**src/rtl/ata_poll_pkg.sv**
```systemverilog
package ata_poll_pkg;

    typedef enum logic [2:0] {
        ST_IDLE,
        ST_SETTLE_RD,
        ST_SETTLE_WT,
        ST_POLL_RD,
        ST_POLL_WT,
        ST_CHECK_RD,
        ST_CHECK_WT,
        ST_REPORT
    } poll_state_e;

    localparam logic [2:0] RES_OK      = 3'd0;
    localparam logic [2:0] RES_FAULT   = 3'd1;
    localparam logic [2:0] RES_ERROR   = 3'd2;
    localparam logic [2:0] RES_NO_DRQ  = 3'd3;
    localparam logic [2:0] RES_TIMEOUT = 3'd4;

    localparam int unsigned STAT_BUSY_BIT = 7;

    localparam logic [2:0] OFS_STATUS  = 3'd7;
    localparam logic [2:0] OFS_ALTSTAT = 3'd2;

endpackage

```
**src/rtl/ata_poll_counter.sv**
```systemverilog
module ata_poll_counter #(
    parameter int W = 4
) (
    input  logic         clk,
    input  logic         rst_n,
    input  logic         clr_i,
    input  logic         inc_i,
    output logic [W-1:0] count_o
);
    always_ff @(posedge clk or negedge rst_n) begin
        if (!rst_n) begin
            count_o <= '0;
        end else if (clr_i) begin
            count_o <= '0;
        end else if (inc_i) begin
            count_o <= count_o + 1'b1;
        end
    end
endmodule

```
**src/rtl/ata_status_classify.sv**
```systemverilog
module ata_status_classify
    import ata_poll_pkg::*;
(
    input  logic [7:0] status_i,
    output logic [2:0] code_o
);
    // Error outranks fault, fault outranks a missing data request.
    always_comb begin
        priority casez (status_i)
            8'b???????1: code_o = RES_ERROR;
            8'b??1?????: code_o = RES_FAULT;
            8'b????0???: code_o = RES_NO_DRQ;
            default:     code_o = RES_OK;
        endcase
    end
endmodule

```
**src/rtl/ata_status_poller.sv**
```systemverilog
module ata_status_poller
    import ata_poll_pkg::*;
#(
    parameter int SETTLE_READS = 4,
    parameter int TMO_W        = 16
) (
    input  logic             clk,
    input  logic             rst_n,
    input  logic             start_i,
    input  logic             adv_chk_i,
    input  logic [TMO_W-1:0] poll_limit_i,
    output logic             bus_rd_o,
    output logic             bus_sel_ctrl_o,
    output logic [2:0]       bus_addr_o,
    input  logic [7:0]       bus_rdata_i,
    output logic             done_o,
    output logic [2:0]       result_o
);
    localparam int SET_W = $clog2(SETTLE_READS + 1);
    localparam logic [SET_W-1:0] SETTLE_LAST = SET_W'(SETTLE_READS - 1);

    poll_state_e      state_q, state_d;
    logic             adv_q;
    logic [TMO_W-1:0] limit_q;
    logic [2:0]       result_q, result_d;
    logic [SET_W-1:0] settle_cnt;
    logic [TMO_W-1:0] poll_cnt;
    logic [2:0]       class_code;
    logic             busy_seen;
    logic             limit_hit;

    ata_poll_counter #(.W(SET_W)) u_settle_cnt (
        .clk     (clk),
        .rst_n   (rst_n),
        .clr_i   (state_q == ST_IDLE),
        .inc_i   (state_q == ST_SETTLE_WT),
        .count_o (settle_cnt)
    );

    ata_poll_counter #(.W(TMO_W)) u_poll_cnt (
        .clk     (clk),
        .rst_n   (rst_n),
        .clr_i   (state_q == ST_IDLE),
        .inc_i   ((state_q == ST_POLL_WT) && busy_seen),
        .count_o (poll_cnt)
    );

    ata_status_classify u_classify (
        .status_i (bus_rdata_i),
        .code_o   (class_code)
    );

    assign busy_seen = bus_rdata_i[STAT_BUSY_BIT];
    assign limit_hit = (limit_q != '0) && (TMO_W'(poll_cnt + 1'b1) == limit_q);

    // Next state and result selection
    always_comb begin
        state_d  = state_q;
        result_d = result_q;
        unique case (state_q)
            ST_IDLE:      if (start_i) state_d = ST_SETTLE_RD;
            ST_SETTLE_RD: state_d = ST_SETTLE_WT;
            ST_SETTLE_WT: state_d = (settle_cnt == SETTLE_LAST) ? ST_POLL_RD : ST_SETTLE_RD;
            ST_POLL_RD:   state_d = ST_POLL_WT;
            ST_POLL_WT: begin
                if (busy_seen) begin
                    if (limit_hit) begin
                        state_d  = ST_REPORT;
                        result_d = RES_TIMEOUT;
                    end else begin
                        state_d = ST_POLL_RD;
                    end
                end else if (adv_q) begin
                    state_d = ST_CHECK_RD;
                end else begin
                    state_d  = ST_REPORT;
                    result_d = RES_OK;
                end
            end
            ST_CHECK_RD:  state_d = ST_CHECK_WT;
            ST_CHECK_WT: begin
                state_d  = ST_REPORT;
                result_d = class_code;
            end
            ST_REPORT:    state_d = ST_IDLE;
            default:      state_d = ST_IDLE;
        endcase
    end

    // State register and captured settings
    always_ff @(posedge clk or negedge rst_n) begin
        if (!rst_n) begin
            state_q  <= ST_IDLE;
            adv_q    <= 1'b0;
            limit_q  <= '0;
            result_q <= RES_OK;
        end else begin
            state_q  <= state_d;
            result_q <= result_d;
            if (state_q == ST_IDLE && start_i) begin
                adv_q   <= adv_chk_i;
                limit_q <= poll_limit_i;
            end
        end
    end

    // Outputs decoded from state
    always_comb begin
        bus_rd_o       = 1'b0;
        bus_sel_ctrl_o = 1'b0;
        bus_addr_o     = OFS_STATUS;
        done_o         = 1'b0;
        unique case (state_q)
            ST_SETTLE_RD: begin
                bus_rd_o       = 1'b1;
                bus_sel_ctrl_o = 1'b1;
                bus_addr_o     = OFS_ALTSTAT;
            end
            ST_POLL_RD, ST_CHECK_RD: bus_rd_o = 1'b1;
            ST_REPORT:    done_o = 1'b1;
            default: ;
        endcase
    end

    assign result_o = result_q;

endmodule

```
**config.mk**
```make
export PLATFORM = sky130hd
export DESIGN_NAME = ata_status_poller
export DESIGN_NICKNAME = d
export VERILOG_FILES = /design/src/rtl/ata_poll_pkg.sv /design/src/rtl/ata_poll_counter.sv /design/src/rtl/ata_status_classify.sv /design/src/rtl/ata_status_poller.sv
export SDC_FILE = /design/constraint.sdc
export NUM_CORES = 1
export LEC_CHECK = 0
export ABC_AREA = 1
export BUFFER_PORTS_ARGS = -buffer_cell sky130_fd_sc_hd__buf_2
export CORE_ASPECT_RATIO = 0.6
export CORE_MARGIN = 2
export CORE_UTILIZATION = 30
export CTS_CLUSTER_SIZE = 25
export DETAILED_ROUTE_END_ITERATION = 7
export PLACE_DENSITY = 0.53
export SETUP_SLACK_MARGIN = 0.5
export SLEW_MARGIN = 20
export SYNTH_ARGS = -nofsm -noshare
export SYNTH_HDL_FRONTEND = slang
export SYNTH_SLANG_ARGS = --single-unit
```
**constraint.sdc**
```tcl
create_clock -name clk -period 2.4 [get_ports clk]
set_input_delay 0 -clock clk [delete_from_list [all_inputs] [get_ports clk]]
set_output_delay 0 -clock clk [all_outputs]
set_load 0.1 [all_outputs]
```
==> results of run 1 <==
registers in the layout, summed over array words and instances (netlist names):
| register | count |
|---|---|
| u_settle_cnt.count_o | 3 |
| state_q | 3 |
| u_poll_cnt.count_o | 16 |
| adv_q | 1 |
| limit_q | 16 |
| result_o | 3 |
placed cells by master (no fill, tap or decap), types with 3 or more instances in the layout:
cell type / n
dfrtp_2: 4
dfrtp_1: 38
nand3_1: 34
nor2_4: 8
clkbuf_16: 5
nand2_1: 86
nand4_1: 9
nor2_1: 39
nand3_2: 4
mux2_2: 7
buf_2: 31
buf_4: 13
nand3b_1: 3
o22ai_1: 6
nand2_2: 8
nand2_4: 3
nor2_2: 6
o21ai_0: 12
a21oi_1: 12
inv_1: 42
dlygate4sd3_1: 21
power by group through the flow:
stage,clock network (W),registers [W],logic (W)
final,0.000671,0.00114,0.00155
after global routing,0.000729,0.00117,0.00169
after CTS,0.000689,0.00113,0.00152
after detailed placement,0,0.00115,0.00146
after global placement,0,0.00114,0.00144
after floorplan,0,0.00124,0.00101
logic make-up (layout without fill, tap and decap cells):
kind of cell / Yosys count / after routing / synth area share, %
other: 1 / 1 / 0.149
adder cells (fa/ha/maj): 3 / 3 / 1.49
AO/OA/AOI/OAI: 37 / 37 / 8.40
multiplexers: 7 / 7 / 3.13
AND/OR/NAND/NOR: 202 / 202 / 35.1
flip-flops: 42 / 42 / 41.7
XOR/XNOR: 4 / 4 / 1.94
buffers and inverters: 51 / 119 / 8.00
worst max-delay path by stage:
stage	from	endpoint	slack, ps	cells past startpoint
after floorplan	state_q[0]$_DFFE_PN0P_	bus_addr_o[2]	270	6
after global placement	u_poll_cnt.count_o[1]$_DFFE_PN0P_	result_o[0]$_DFFE_PN0P_	340	14
after detailed placement	u_poll_cnt.count_o[1]$_DFFE_PN0P_	result_o[0]$_DFFE_PN0P_	330	14
after CTS	u_poll_cnt.count_o[1]$_DFFE_PN0P_	result_o[0]$_DFFE_PN0P_	490	14
after global routing	u_poll_cnt.count_o[0]$_DFFE_PN0P_	result_o[2]$_DFFE_PN0P_	350	14
final	u_poll_cnt.count_o[0]$_DFFE_PN0P_	result_o[1]$_DFFE_PN0P_	480	14
worst max-delay path, stage by stage, from the launching register on:
cell and delay (ps):
dfrtp_1 430, ha_4 190, nand2_4 60, nor2_4 190, nand4_1 190, nand2_1 120
nand2_1 50, nand2_1 60, nand2_1 60, nor2_2 100, nand3_2 100, nand2_2 90
nand2_2 70, nand2_1 70, nand2_1 40
layout make-up:
class / count / area [um^2]
fill: 828 / 4640
timing repair buffer: 67 / 485
clock buffer: 6 / 129
tap: 108 / 135
sequential: 42 / 1060
clock inverter: 2 / 13.8
multi-input combinational: 254 / 1380
inverter: 44 / 168
stage by stage:
stage,hold slack (ps),util [%],setup slack (ps)
floorplan,-296,-,265
global placement,232,35.1,343
detailed placement,220,35.1,331
CTS,20.5,41.2,486
global route,27.3,42.0,354
finish,21.8,42.0,475
per-layer routing:
metal | share of wire [%] | vias to the layer above | GRT usage (%)
li1 | - | 1259 | -
met1 | 56 | 1090 | 25.1
met2 | 38 | 73 | 20.2
met3 | 5.3 | 4 | 3.18
met4 | 0.72 | 0 | 4.60
met5 | 0 | - | 0
what timing repair did:
item / CTS / global route
resized for setup: 22 / 14
cloned: 0 / 0
pin swaps: 17 / 19
setup buffers: 7 / 4
endpoints found under the setup margin: 4 / 15
endpoints found under the hold margin: 61 / 0
hold buffers: 21 / 0
==> impl_metrics.ini, run 1 <==
[synthesis]
synthCells = 347
synth_flop_cell = dfrtp_1
synth-edff-count = 0
ys_seq_elements = 42
avgSynthCellArea_um2 = 7.25
synth.most_common_cell = nand2_1
synth_top_area_share_pct = 41.7
ys_warn_count = 0
synth.distinct_cells = 31
synthArstFlopShare_pct = 100
ys_seq_area_share_pct = 41.7
syn-cell-area_um2 = 2520
synth_commonest_cells = nand2_1 (94), nor2_1 (47), inv_1 (43)
yosysTopAreaCell = dfrtp_1
synth.top_cells.by_area = dfrtp_1 (42%), nand2_1 (14%), nand3_1 (7.6%)
synth_nets = 378

[clocking]
clk_latency_ps = 290
cts_buffer_depth = 2
clockRootBuffer = clkbuf_16
cts_buffers = 5
htree_num_levels = 2
cts_tree = built
path_clk_slew_ps = 60
clock_sinks = 42

[min_path]
holdPathEnd = result_o[0]$_DFFE_PN0P_
hold_path.class = input port to register
whs_path_depth = 4
hp-start = bus_rdata_i[3]

[power]
internal_power_w = 0.00179
finalPower_w = 0.00336
power.leakage_nw = 1.60
power_frac_seq_pct = 33.9
power_density_nw_per_um2 = 999
p_sw_w = 0.00157
p_comb_share_pct = 46.1
clkPwrFrac_pct = 20.0
vdd_drop_max_mv = 0.402
switching_share_pct = 46.9

[global_route]
grt_pass1_wl_um = 10700
grt_max_degree = 43
first_global_vias = 2134
grt_usage_pct = 15.6
antenna_found_initial = 0
overflow = 0

[placed_design]
io_buffers = 31
dpl.hpwl_um = 4920
place_area_um2 = 2810
dpl.cell_count = 483
gp_congestion = 0.791

[die]
fp.dieH_um = 75.0
ioPinCount = 37
die_area_um2 = 9160
rows = 25
core-area_um2 = 8010
die_w_um = 122
start_util_pct = 31.4

[critical_path]
worstPathMaxFanout = 8
path_class = register to register
rr_startpoint = u_poll_cnt.count_o[0]$_DFFE_PN0P_
ff2ff_path_depth = 14
startpoint_type = register
rrSetupSlack_ps = 480
critPathArrivalTime_ps = 2100
endpoint_kind = register
cp.required_ps = 2580
reg2reg_to = result_o[1]$_DFFE_PN0P_

[cells_and_area]
diodes = 0
fin_nets = 445
syn_to_final_growth_pct = 33.6
fin_area_um2 = 3360
layout.cells.non_filler = 523
drive_gt1_share_pct = 23.6

[drt]
drt_pass1_iterations = 4
post_drt_wl_per_cell_um = 12.8
first_iter_violations = 138
vias = 2426
vias_per_cell = 4.64
drc = 0
wirelength_um = 6670
antenna_left = 0

[sta]
worst_pin_slew_ps = 987
layout_worst_path_cycle_share_pct = 80.2
maxSlewHeadroom_pct = 34.2
post-route-min-period_ps = 1920
slew_viol_final = 0
timing.fmax_ghz = 0.520
final-hold-violation-count = 0
setup_viol = 0
fin_skew_ps = 5.03
grt_setup_unrepaired = true
tns_ps = 0

[run]
cap_viol_max_count = 0

[status]
status = completed
Note: power is estimated with default switching activity, not from simulation.
==> run 2, diff against run 1 <==
Settings changed: ABC_AREA 1 to 0, PLACE_DENSITY 0.53 to 0.55.
Clock period 2.4 ns to 1.6 ns, I/O delays scaled along.
==> impl_metrics.ini, run 2 <==
[status]
status = finished with violations
violations = setup timing

[global_route]
busiest_layer = met1
use_met1_pct = 28.1
grt_usage_pct = 18.2
use_met3_pct = 3.86
grt_max_degree = 25
antenna_found_initial = 0
first_global_vias = 2339
met2_usage_pct = 25.5
grt_pass1_wl_um = 12400
overflow = 0

[synthesis]
synth_fa_ha_area_share_pct = 1.48
syn-cell-area_um2 = 2540
avgSynthCellArea_um2 = 9.51
synth_flop_cell = dfrtp_1
synth.top_cells.by_area = dfrtp_1 (41%), mux2_2 (7.1%), o21ai_0 (5.1%)
synth.most_common_cell = dfrtp_1
synth_commonest_cells = dfrtp_1 (42), o21ai_0 (26), nand2_1 (19)
yosys.area_share.simple_pct = 22.3
synthArstFlopShare_pct = 100
synth-edff-count = 0
synth_top_area_share_pct = 41.4
ys_seq_elements = 42
synth_xor_area_share_pct = 7.59
synth.distinct_cells = 46
synth_top_family_by_area = simple AND/OR/NAND/NOR gates
synth_compound_area_share_pct = 14.6
synthMuxAreaShare_pct = 7.49
yosysTopAreaCell = dfrtp_1
synthCells = 267
synth_nets = 298
ys_seq_area_share_pct = 41.4
ys_warn_count = 0

[drt]
vias = 2500
antenna_left = 0
drc = 0
wirelength_um = 7940
post_drt_wl_per_cell_um = 16.0
first_iter_violations = 117
vias_per_cell = 5.05
drt_pass1_iterations = 4

[clocking]
cts_buffers = 5
htree_num_levels = 2
clk_latency_ps = 290
clockRootBuffer = clkbuf_16
path_clk_slew_ps = 60
cts_tree = built
clock_sinks = 42
cts_buffer_depth = 2

[sta]
tns_ps = -1980
setup_viol = 8
slew_viol_final = 0
post-route-min-period_ps = 1970
timing.fmax_ghz = 0.508
grt_setup_unrepaired = true
fin_skew_ps = 3.96
fin_hold_ws_ps = 54.6
layout_worst_path_cycle_share_pct = 123
worst_slack_ps = -369
final-hold-violation-count = 0

[power]
vdd_drop_max_mv = 0.745
power_density_nw_per_um2 = 1470
power.leakage_nw = 1.88

[placed_design]
io_buffers = 31
place_area_um2 = 3470
gp_congestion = 0.861
dpl.hpwl_um = 5550
place_ws_ps = -435

[die]
start_util_pct = 31.6
ioPinCount = 37
die_w_um = 123
die_area_um2 = 9240
rows = 25
core-area_um2 = 8040
fp.dieH_um = 75.3

[cells_and_area]
nFillCells = 686
fin_nets = 417
fin_area_um2 = 4320
reg_top3 = limit_q (16), u_poll_cnt.count_o (16)
mostFrequentLayoutCell = buf_4
most-common-layout-cells = buf_4 (65), dfrtp_1 (37), buf_2 (24)
syn_to_final_growth_pct = 70.2
drive_gt1_share_pct = 52.2
final_util_pct = 53.8
diodes = 0

[min_path]
holdPathEnd = result_o[0]$_DFFE_PN0P_
hold_path.class = input port to register
whs_path_depth = 4
hp-start = bus_rdata_i[0]

[critical_path]
worstPathMaxFanout = 5
cp.required_ps = 1780
rr_startpoint = u_poll_cnt.count_o[1]$_DFFE_PN0P_
reg2reg_to = result_o[1]$_DFFE_PN0P_
startpoint_type = register
ff2ff_path_depth = 8
path_class = register to register
endpoint_kind = register
rrSetupSlack_ps = -370
critPathArrivalTime_ps = 2150

[run]
cap_viol_max_count = 0
[run 2: cell count changes in the layout (fill, tap and decap cells not counted), moves of 8 or more]
cell	before	now
o21ai_1	0	20
buf_4	13	65
nor2_1	39	11
mux2_4	0	16
a21oi_1	12	4
xnor2_1	1	9
nand3_1	34	5
nand2_1	86	15
buf_6	2	11
inv_1	42	5
[run 2: logic make-up (layout without fill, tap and decap cells)]
kind of cell | count (synthesis) | in the layout
AOI/OAI and AO/OA | 61 | 61
xor gates and xnor gates | 22 | 22
adders and majority gates | 3 | 3
buffers and inverters | 26 | 146
DFF | 42 | 42
muxes | 17 | 17
other | 1 | 1
and+or+nand+nor | 95 | 95
[run 2: final cells by class]
cell class                      instances  area [um^2]  area share [%]
Sequential cell                        42         1060            24.5
Inverter                                7         32.5           0.753
Clock buffer                            5          125            2.90
Multi-Input combinational cell        199         1790            41.3
Clock inverter                          3         23.8           0.550
Timing Repair Buffer                  131         1160            26.9
Tap cell                              108          135            3.13
[run 2: report_power, final]
part | leakage, nW | switching (W) | internal [W]
Combinational | 1.29 | 0.00179 | 0.00177
Clock | 0.0664 | 0.000455 | 0.000583
Sequential | 0.526 | 0.000402 | 0.00137
Total | 1.88 | 0.00265 | 0.00372
[run 2: worst max-delay path, cell delays in order, from the launching register on]
cell      delay [ps]
dfrtp_2          380
buf_4            150
nand4_1          130
buf_6            170
nor4_4           330
xnor2_2          110
nor4_4           190
o2111a_1         300
o21ai_1           90
[run 2: how the worst max path moves through the flow]
stage                                      startpoint                      end  cells after the start
floorplan           u_poll_cnt.count_o[1]$_DFFE_PN0P_   state_q[2]$_DFFE_PN0P_                      7
global placement    u_poll_cnt.count_o[1]$_DFFE_PN0P_  result_o[1]$_DFFE_PN0P_                      7
detailed placement  u_poll_cnt.count_o[0]$_DFFE_PN0P_  result_o[1]$_DFFE_PN0P_                      7
CTS                 u_poll_cnt.count_o[0]$_DFFE_PN0P_  result_o[1]$_DFFE_PN0P_                      7
global route        u_poll_cnt.count_o[1]$_DFFE_PN0P_   state_q[2]$_DFFE_PN0P_                      8
finish              u_poll_cnt.count_o[1]$_DFFE_PN0P_  result_o[1]$_DFFE_PN0P_                      8
[run 2: layer usage]
| layer | wire (um) | up-vias |
|---|---|---|
| met1 | 4290 | 1224 |
| met2 | 3240 | 59 |
| met4 | 78 | 0 |
| met3 | 337 | 8 |
| li1 | - | 1209 |
| met5 | 0 | - |
[run 2: timing repair]
item,CTS,global route
resized for setup,51,29
setup buffers,6,7
endpoints found under the hold margin,37,0
hold buffers,20,0
endpoints found under the setup margin,48,45
cloned,2,0
pin swaps,24,14
[run 2: per-stage QoR]
stage,total power [W],std cells
2_1_floorplan,0.00386,267
3_3_place_gp,0.00464,452
3_5_place_dp,0.00468,452
4_1_cts,0.00613,488
5_1_grt,0.00672,495
6_report,0.00637,495
